[src/rtl/pinconf_pkg.sv]
package pinconf_pkg;

  localparam int PINS_PER_GROUP  = 8;
  localparam int GROUPS_PER_BANK = 4;
  localparam int PINS_PER_BANK   = PINS_PER_GROUP * GROUPS_PER_BANK;
  localparam int WORD_W          = 16;
  localparam int BUS_W           = 2 * WORD_W;
  localparam int ADDR_W          = 8;
  localparam int MAX_BANKS       = 4;
  localparam int DRV_W           = 3;

  typedef enum logic [1:0] {
    RGN_FUNC = 2'd0,
    RGN_PULL = 2'd1,
    RGN_DRV  = 2'd2,
    RGN_NONE = 2'd3
  } region_e;

  typedef struct packed {
    logic up;
    logic dn;
    logic err;
  } bias_t;

  // Merge the enabled bits of new data into an old word.
  function automatic logic [WORD_W-1:0] masked_merge(
    input logic [WORD_W-1:0] old_w,
    input logic [WORD_W-1:0] data_w,
    input logic [WORD_W-1:0] en_w
  );
    return (old_w & ~en_w) | (data_w & en_w);
  endfunction

  // Bias code meaning depends on the pad type of the group.
  function automatic bias_t decode_bias(input logic low_volt, input logic [1:0] code);
    bias_t b;
    b = '0;
    if (low_volt) begin
      case (code)
        2'd1:    b.dn = 1'b1;
        2'd3:    b.up = 1'b1;
        default: b   = '0;
      endcase
    end else begin
      case (code)
        2'd1:    b.up  = 1'b1;
        2'd2:    b.dn  = 1'b1;
        2'd3:    b.err = 1'b1;
        default: b     = '0;
      endcase
    end
    return b;
  endfunction

endpackage

[src/rtl/pinconf_word.sv]
module pinconf_word
  import pinconf_pkg::*;
#(
  parameter logic [WORD_W-1:0] IMPL_MASK = '1
) (
  input  logic              clk,
  input  logic              rst_n,
  input  logic              wr_en,
  input  logic [WORD_W-1:0] wdata,
  input  logic [WORD_W-1:0] wmask,
  output logic [WORD_W-1:0] q
);

  logic [WORD_W-1:0] q_nxt;

  always_comb begin
    q_nxt = q;
    if (wr_en) begin
      q_nxt = masked_merge(q, wdata, wmask & IMPL_MASK);
    end
  end

  always_ff @(posedge clk or negedge rst_n) begin
    if (!rst_n) begin
      q <= '0;
    end else if (wr_en) begin
      q <= q_nxt;
    end
  end

  // Bits without a write enable in the previous cycle must keep their value.
  AST_MASKED_HOLD: assert property (@(posedge clk) disable iff (!rst_n)
    1'b1 |=> (((q ^ $past(q)) & ~($past(wr_en) ? $past(wmask) : '0)) == '0));

  AST_UNIMPL_CLEAR: assert property (@(posedge clk) disable iff (!rst_n)
    (q & ~IMPL_MASK) == '0);

endmodule

[src/rtl/pinconf_bias_dec.sv]
module pinconf_bias_dec
  import pinconf_pkg::*;
#(
  parameter bit LOW_VOLT = 1'b0
) (
  input  logic                      clk,
  input  logic                      rst_n,
  input  logic [WORD_W-1:0]         field,
  output logic [PINS_PER_GROUP-1:0] pull_up,
  output logic [PINS_PER_GROUP-1:0] pull_dn,
  output logic [PINS_PER_GROUP-1:0] bias_err
);

  for (genvar p = 0; p < PINS_PER_GROUP; p++) begin : g_pin
    bias_t b;
    assign b           = decode_bias(LOW_VOLT, field[2*p +: 2]);
    assign pull_up[p]  = b.up;
    assign pull_dn[p]  = b.dn;
    assign bias_err[p] = b.err;
  end

  AST_PULL_EXCLUSIVE: assert property (@(posedge clk) disable iff (!rst_n)
    (pull_up & pull_dn) == '0);

  AST_ERR_NO_PULL: assert property (@(posedge clk) disable iff (!rst_n)
    (bias_err & (pull_up | pull_dn)) == '0);

  if (LOW_VOLT) begin : g_lv_chk
    AST_LV_NO_ERR: assert property (@(posedge clk) disable iff (!rst_n)
      bias_err == '0);
  end

endmodule

[src/rtl/pinconf_drv_group.sv]
module pinconf_drv_group
  import pinconf_pkg::*;
#(
  parameter bit WIDE = 1'b0
) (
  input  logic                              clk,
  input  logic                              rst_n,
  input  logic                              wr_lo,
  input  logic                              wr_hi,
  input  logic [WORD_W-1:0]                 wdata,
  input  logic [WORD_W-1:0]                 wmask,
  output logic [WORD_W-1:0]                 rd_lo,
  output logic [WORD_W-1:0]                 rd_hi,
  output logic [PINS_PER_GROUP*DRV_W-1:0]   drive
);

  localparam int WIDE_BITS = PINS_PER_GROUP * DRV_W;
  localparam int HI_BITS   = WIDE_BITS - WORD_W;
  localparam logic [WORD_W-1:0] HI_IMPL = WORD_W'((1 << HI_BITS) - 1);

  pinconf_word #(.IMPL_MASK('1)) u_lo (
    .clk   (clk),
    .rst_n (rst_n),
    .wr_en (wr_lo),
    .wdata (wdata),
    .wmask (wmask),
    .q     (rd_lo)
  );

  if (WIDE) begin : g_wide
    logic [WIDE_BITS-1:0] field;

    pinconf_word #(.IMPL_MASK(HI_IMPL)) u_hi (
      .clk   (clk),
      .rst_n (rst_n),
      .wr_en (wr_hi),
      .wdata (wdata),
      .wmask (wmask),
      .q     (rd_hi)
    );

    assign field = {rd_hi[HI_BITS-1:0], rd_lo};
    for (genvar p = 0; p < PINS_PER_GROUP; p++) begin : g_pin
      assign drive[DRV_W*p +: DRV_W] = field[DRV_W*p +: DRV_W];
    end
  end else begin : g_narrow
    logic unused_hi_wr;
    assign unused_hi_wr = wr_hi;
    assign rd_hi        = '0;
    for (genvar p = 0; p < PINS_PER_GROUP; p++) begin : g_pin
      assign drive[DRV_W*p +: DRV_W] = {1'b0, rd_lo[2*p +: 2]};
    end

    AST_NARROW_TOP_CLEAR: assert property (@(posedge clk) disable iff (!rst_n)
      (drive[2] | drive[5] | drive[8] | drive[11] | drive[14] | drive[17] |
       drive[20] | drive[23]) == 1'b0);
  end

endmodule

[src/rtl/pinconf_regs.sv]
module pinconf_regs
  import pinconf_pkg::*;
#(
  parameter int          NUM_BANKS   = 4,
  parameter logic [15:0] LV_GROUPS   = 16'h0C03,
  parameter logic [15:0] WIDE_GROUPS = 16'h7200
) (
  input  logic                                   clk,
  input  logic                                   rst_n,
  input  logic                                   cfg_sel,
  input  logic                                   cfg_wr,
  input  logic [7:0]                             cfg_addr,
  input  logic [31:0]                            cfg_wdata,
  output logic [31:0]                            cfg_rdata,
  output logic [NUM_BANKS*64-1:0]                pin_func,
  output logic [NUM_BANKS*32-1:0]                pin_pull_up,
  output logic [NUM_BANKS*32-1:0]                pin_pull_dn,
  output logic [NUM_BANKS*96-1:0]                pin_drive,
  output logic [NUM_BANKS*32-1:0]                pin_bias_err
);

  localparam int NUM_GROUPS = NUM_BANKS * GROUPS_PER_BANK;
  localparam int GIDX_W     = 4;

  if (NUM_BANKS < 1 || NUM_BANKS > MAX_BANKS) begin : g_bad_banks
    $error("pinconf_regs: NUM_BANKS out of range");
  end

  // ---------------- address decode ----------------
  region_e           rgn;
  logic [1:0]        dec_bank;
  logic [1:0]        dec_grp;
  logic              dec_slot;
  logic [GIDX_W-1:0] gidx;
  logic              addr_mapped;
  logic              wr_acc;
  logic              rd_acc;
  logic [WORD_W-1:0] wr_data;
  logic [WORD_W-1:0] wr_mask;

  assign wr_acc  = cfg_sel & cfg_wr;
  assign rd_acc  = cfg_sel & ~cfg_wr;
  assign wr_data = cfg_wdata[WORD_W-1:0];
  assign wr_mask = cfg_wdata[BUS_W-1:WORD_W];

  always_comb begin
    rgn      = RGN_NONE;
    dec_bank = '0;
    dec_grp  = '0;
    dec_slot = 1'b0;
    if (cfg_addr[7] == 1'b0) begin
      rgn      = cfg_addr[6] ? RGN_PULL : RGN_FUNC;
      dec_bank = cfg_addr[5:4];
      dec_grp  = cfg_addr[3:2];
    end else begin
      rgn      = RGN_DRV;
      dec_bank = cfg_addr[6:5];
      dec_grp  = cfg_addr[4:3];
      dec_slot = cfg_addr[2];
    end
    if (cfg_addr[1:0] != 2'b00 || int'(dec_bank) >= NUM_BANKS) begin
      rgn = RGN_NONE;
    end
  end

  assign gidx = {dec_bank, dec_grp};

  always_comb begin
    addr_mapped = (rgn != RGN_NONE);
    if (rgn == RGN_DRV && dec_slot && !WIDE_GROUPS[gidx]) begin
      addr_mapped = 1'b0;
    end
  end

  // ---------------- storage per group ----------------
  logic [WORD_W-1:0] func_q  [NUM_GROUPS];
  logic [WORD_W-1:0] pull_q  [NUM_GROUPS];
  logic [WORD_W-1:0] drv_lo_q[NUM_GROUPS];
  logic [WORD_W-1:0] drv_hi_q[NUM_GROUPS];

  for (genvar g = 0; g < NUM_GROUPS; g++) begin : g_grp
    logic sel_g;
    logic func_we;
    logic pull_we;
    logic drv_lo_we;
    logic drv_hi_we;

    assign sel_g     = wr_acc && (gidx == GIDX_W'(g));
    assign func_we   = sel_g && (rgn == RGN_FUNC);
    assign pull_we   = sel_g && (rgn == RGN_PULL);
    assign drv_lo_we = sel_g && (rgn == RGN_DRV) && !dec_slot;
    assign drv_hi_we = sel_g && (rgn == RGN_DRV) &&  dec_slot;

    pinconf_word #(.IMPL_MASK('1)) u_func (
      .clk   (clk),
      .rst_n (rst_n),
      .wr_en (func_we),
      .wdata (wr_data),
      .wmask (wr_mask),
      .q     (func_q[g])
    );

    pinconf_word #(.IMPL_MASK('1)) u_pull (
      .clk   (clk),
      .rst_n (rst_n),
      .wr_en (pull_we),
      .wdata (wr_data),
      .wmask (wr_mask),
      .q     (pull_q[g])
    );

    pinconf_bias_dec #(.LOW_VOLT(LV_GROUPS[g])) u_bias (
      .clk      (clk),
      .rst_n    (rst_n),
      .field    (pull_q[g]),
      .pull_up  (pin_pull_up [g*PINS_PER_GROUP +: PINS_PER_GROUP]),
      .pull_dn  (pin_pull_dn [g*PINS_PER_GROUP +: PINS_PER_GROUP]),
      .bias_err (pin_bias_err[g*PINS_PER_GROUP +: PINS_PER_GROUP])
    );

    pinconf_drv_group #(.WIDE(WIDE_GROUPS[g])) u_drv (
      .clk   (clk),
      .rst_n (rst_n),
      .wr_lo (drv_lo_we),
      .wr_hi (drv_hi_we),
      .wdata (wr_data),
      .wmask (wr_mask),
      .rd_lo (drv_lo_q[g]),
      .rd_hi (drv_hi_q[g]),
      .drive (pin_drive[g*PINS_PER_GROUP*DRV_W +: PINS_PER_GROUP*DRV_W])
    );

    assign pin_func[g*2*PINS_PER_GROUP +: 2*PINS_PER_GROUP] = func_q[g];
  end

  // ---------------- read path ----------------
  logic [WORD_W-1:0] rd_word;
  logic [BUS_W-1:0]  rdata_nxt;
  logic [BUS_W-1:0]  rdata_q;

  always_comb begin
    rd_word = '0;
    for (int g = 0; g < NUM_GROUPS; g++) begin
      if (gidx == GIDX_W'(g)) begin
        case (rgn)
          RGN_FUNC: rd_word = func_q[g];
          RGN_PULL: rd_word = pull_q[g];
          RGN_DRV:  rd_word = dec_slot ? drv_hi_q[g] : drv_lo_q[g];
          default:  rd_word = '0;
        endcase
      end
    end
    rdata_nxt = {{WORD_W{1'b0}}, rd_word};
  end

  always_ff @(posedge clk or negedge rst_n) begin
    if (!rst_n) begin
      rdata_q <= '0;
    end else if (rd_acc) begin
      rdata_q <= rdata_nxt;
    end
  end

  assign cfg_rdata = rdata_q;

  AST_UNMAPPED_RD_ZERO: assert property (@(posedge clk) disable iff (!rst_n)
    (rd_acc && !addr_mapped) |=> (cfg_rdata == '0));

  AST_RD_UPPER_ZERO: assert property (@(posedge clk) disable iff (!rst_n)
    rd_acc |=> (cfg_rdata[BUS_W-1:WORD_W] == '0));

  AST_RD_HOLD: assert property (@(posedge clk) disable iff (!rst_n)
    !rd_acc |=> $stable(cfg_rdata));

endmodule

[config.mk]
export PLATFORM = sky130hd
export DESIGN_NAME = pinconf_regs
export DESIGN_NICKNAME = d
export VERILOG_FILES = /design/src/rtl/pinconf_pkg.sv /design/src/rtl/pinconf_word.sv /design/src/rtl/pinconf_bias_dec.sv /design/src/rtl/pinconf_drv_group.sv /design/src/rtl/pinconf_regs.sv
export SDC_FILE = /design/constraint.sdc
export NUM_CORES = 2
export LEC_CHECK = 0
export BUFFER_PORTS_ARGS = -buffer_cell sky130_fd_sc_hd__buf_2
export CAP_MARGIN = 20
export CELL_PAD_IN_SITES_DETAIL_PLACEMENT = 1
export CELL_PAD_IN_SITES_GLOBAL_PLACEMENT = 2
export CORE_AREA = 5 5 428 430
export DETAILED_ROUTE_END_ITERATION = 7
export DIE_AREA = 0 0 433 435
export PLACE_DENSITY = 0.73
export SYNTH_ARGS = -nofsm -noshare
export SYNTH_HDL_FRONTEND = slang
export SYNTH_SLANG_ARGS = --single-unit
export TNS_END_PERCENT = 30
[constraint.sdc]
create_clock -name clk -period 2.74 [get_ports clk]
set_input_delay 0.548 -clock clk [delete_from_list [all_inputs] [get_ports clk]]
set_output_delay 0.548 -clock clk [all_outputs]
set_load 0.01 [all_outputs]
==> impl_metrics.toml <==
[die]
io_pins = 1100
rows = 156
fp.dieH_um = 435
die_x_um = 433
core_area_sq_um = 179000
initial_utilization = 0.250
die_area_sq_um = 188000

[placed_design]
pre_cts_ws_ps = -615
io_buffers = 955
hpwlAfterDp_mm = 198
placed_cell_area_sq_um = 55900
place.gp.congestion = 0.925

[routing]
wl_per_cell_um = 32.1
initialDrtViolationCount = 3186
via_per_inst = 5.02
ant_nets = 0
vias = 39900
dr.pass1.iters = 5
drt-total-wl_mm = 255
drc_errors = 0

[timing]
worst_slack_ps = 131
fin_worst_hold_slack_ps = 330
hold_violations = 0
clock_skew_ps = 43.0
rsz0062_at_grt = "false"
finalMaxSlewViolations = 0
setup_viol = 0
relSlewSlack = 0.382
worst_slew_pin_slew_ps = 919
period_needed_ps = 2610
finalCritPeriodShare = 0.952
fmax_mhz = 383

[synthesis]
synth_cells = 4329
netlist.area_leader.share = 0.455
ys_ff_latch = 816
synthSimpleGateAreaFrac = 0.158
postSynth.asyncResetShare = 1.00
synth_fa_ha_area_frac = 0
netlist_area_sq_um = 44800
synth_flop_cell = "dfrtp_1"
ys_seq_area_frac = 0.455
synth.largest_area_cell = "dfrtp_1"
ys_top_cells_by_area = "dfrtp_1 (46%), mux2_2 (18%), nand2_1 (6.8%)"
synth-xor-area-share = 0
synth_compound_area_frac = 0.0635
synthMuxAreaShare = 0.264
avgSynthCellArea_sq_um = 10.4
yosysWarningCount = 0
synth-edff-count = 0
ys_types = 72
synth_top_family_by_area = "multiplexers"

[power_and_ir_drop]
vdd_ir_drop_max_v = 0.000472
cellPowerDensity_nw_per_um2 = 501
p_leak_nw = 30.3
total_power_mw = 29.8

[worst_setup_path]
reg2reg_depth = 7
worst-path-max-fanout = 10
crit_family = "compound AO/OA/AOI/OAI gates"
worst_path_most_repeated_cell = "buf_4"
cp.depth = 11
arrival_ps = 3200
critical_path_class = "primary input to flip-flop"
critical-path-max-stage-delay_ps = 740
critPathRequiredTime_ps = 3330
critPathBufInv = 5
cp-start-kind = "primary input"
r2r_slack_ps = 400
crit_path_end_kind = "flip-flop"
path_cells = "buf_2, nor4bb_1, buf_4, o21bai_4, buf_12, buf_4, buf_4, a221oi_1, a211oi_1, o31ai_1, a31oi_1"
crit_slowest_cell = "o31ai_1"

[grt]
track_usage = 0.262
grt_first_pass_wirelength_mm = 350
grt-ovfl-total = 0
grt_pass1_vias = 41400
grt_max_degree = 82
antenna_found_initial = 12

[cts]
root_buffer = "clkbuf_16"
cts_tree = "yes"
htreeDepth = 3
clkTransAtPathRegs_ps = 70
cts_max_path_buffers = 3
cts_made_buffers = 101
cts_sinks = 816
clk_latency_ps = 740

[job]
maxCapViolCount = 0

[finish]
multi_input_area_sq_um = 22400
fillerInstances = 20300
layout.nets = 5536
seqCellArea_sq_um = 20400
area_growth_syn_to_layout_pct = 32.5
final_cell_mix = "buf_2 (954), nand2_1 (816), dfrtp_1 (816)"
final_common_cell = "buf_2"
finish.instance_area_sq_um = 59400
drive_gt1_frac = 0.426

[run_status]
status = "complete, no violations"

[hold_path]
hp-class = "primary input to flip-flop"
hold_depth = 5
==> cell type report <==
type                            instances  area share
Multi-Input combinational cell       3161       0.377
Sequential cell                       816       0.344
Inverter                                1   0.0000631
Clock buffer                          144      0.0500
Clock inverter                         42     0.00939
Tap cell                             2370      0.0499
Timing Repair Buffer                 1411       0.169
Antenna cell                            9    0.000379
==> what timing repair did <==
action                                 4_1_cts  5_1_grt
hold buffers                                 1        0
resized for setup                            0        0
setup endpoints to repair                    0        0
endpoints found under the hold margin       28        0
setup buffers                                0        0
==> report_power, final <==
part	switching, mW	total, mW	internal [mW]
registers	0.257	12.5	12.3
clock network	5.93	14.4	8.50
logic	1.91	2.82	0.908
==> synth_stat cells (7+ instances only) <==
library cell,instances
dfrtp_1,816
nand2_1,816
mux2_2,714
nor2b_1,227
mux2i_1,223
nor2_1,196
a21oi_1,173
buf_4,164
clkbuf_1,140
mux2_1,139
and2_1,130
buf_2,117
o22ai_1,74
buf_1,69
nor2_2,28
o21ai_0,28
a22oi_1,24
o2bb2ai_1,18
a221oi_1,16
a222oi_1,14
nor2_4,13
a31oi_1,12
nor4_1,12
nor3_2,11
o221ai_1,11
o22a_1,10
a211oi_1,9
nand3_1,9
o31ai_1,9
nand2b_1,8
a221o_1,7
==> per-stage QoR <==
| stage | cells | setup TNS, ps | utilization |
|---|---|---|---|
| 2_1_floorplan | 4472 | 0 | - |
| 3_3_place_gp | 7757 | -25400 | 0.311 |
| 3_5_place_dp | 7757 | -29770 | 0.311 |
| 4_1_cts | 7944 | 0 | 0.331 |
| 5_1_grt | 7952 | 0 | 0.331 |
| 6_report | 7954 | 0 | 0.331 |
==> path summary, 6_finish.rpt <==
check | to | start
max | cfg_rdata[4] | cfg_addr[4]
min | cfg_rdata[3] | cfg_wr
max reg2reg | cfg_rdata[8] | flip-flop
min reg2reg | cfg_rdata[5] | cfg_rdata[5]
max in group asynchronous | async pin | rst_n
min in group asynchronous | async pin | rst_n
==> tightest hold or removal path, delay by kind of cell <==
family	cells	cell delay (ps)
AOI/OAI and AO/OA	1	40
and+or+nand+nor	2	150
buffers and inverters	2	290
==> kinds of logic (layout without fill, tap and decap cells) <==
logic type             Yosys count  in the layout
flip-flops                     816            816
AO/OA/AOI/OAI                  439            439
multiplexers                  1076           1076
AND/OR/NAND/NOR               1502           1502
other                            1            153
buffers and inverters          495           1598
==> routing by layer <==
layer	GRT usage	vias up	wire, um
li1	-	16900	-
met3	0.0496	434	15200
met1	0.322	21100	103000
met2	0.425	1484	119000
met4	0.156	0	17800
met5	0	-	0
Power figures use the tool's default switching activity.
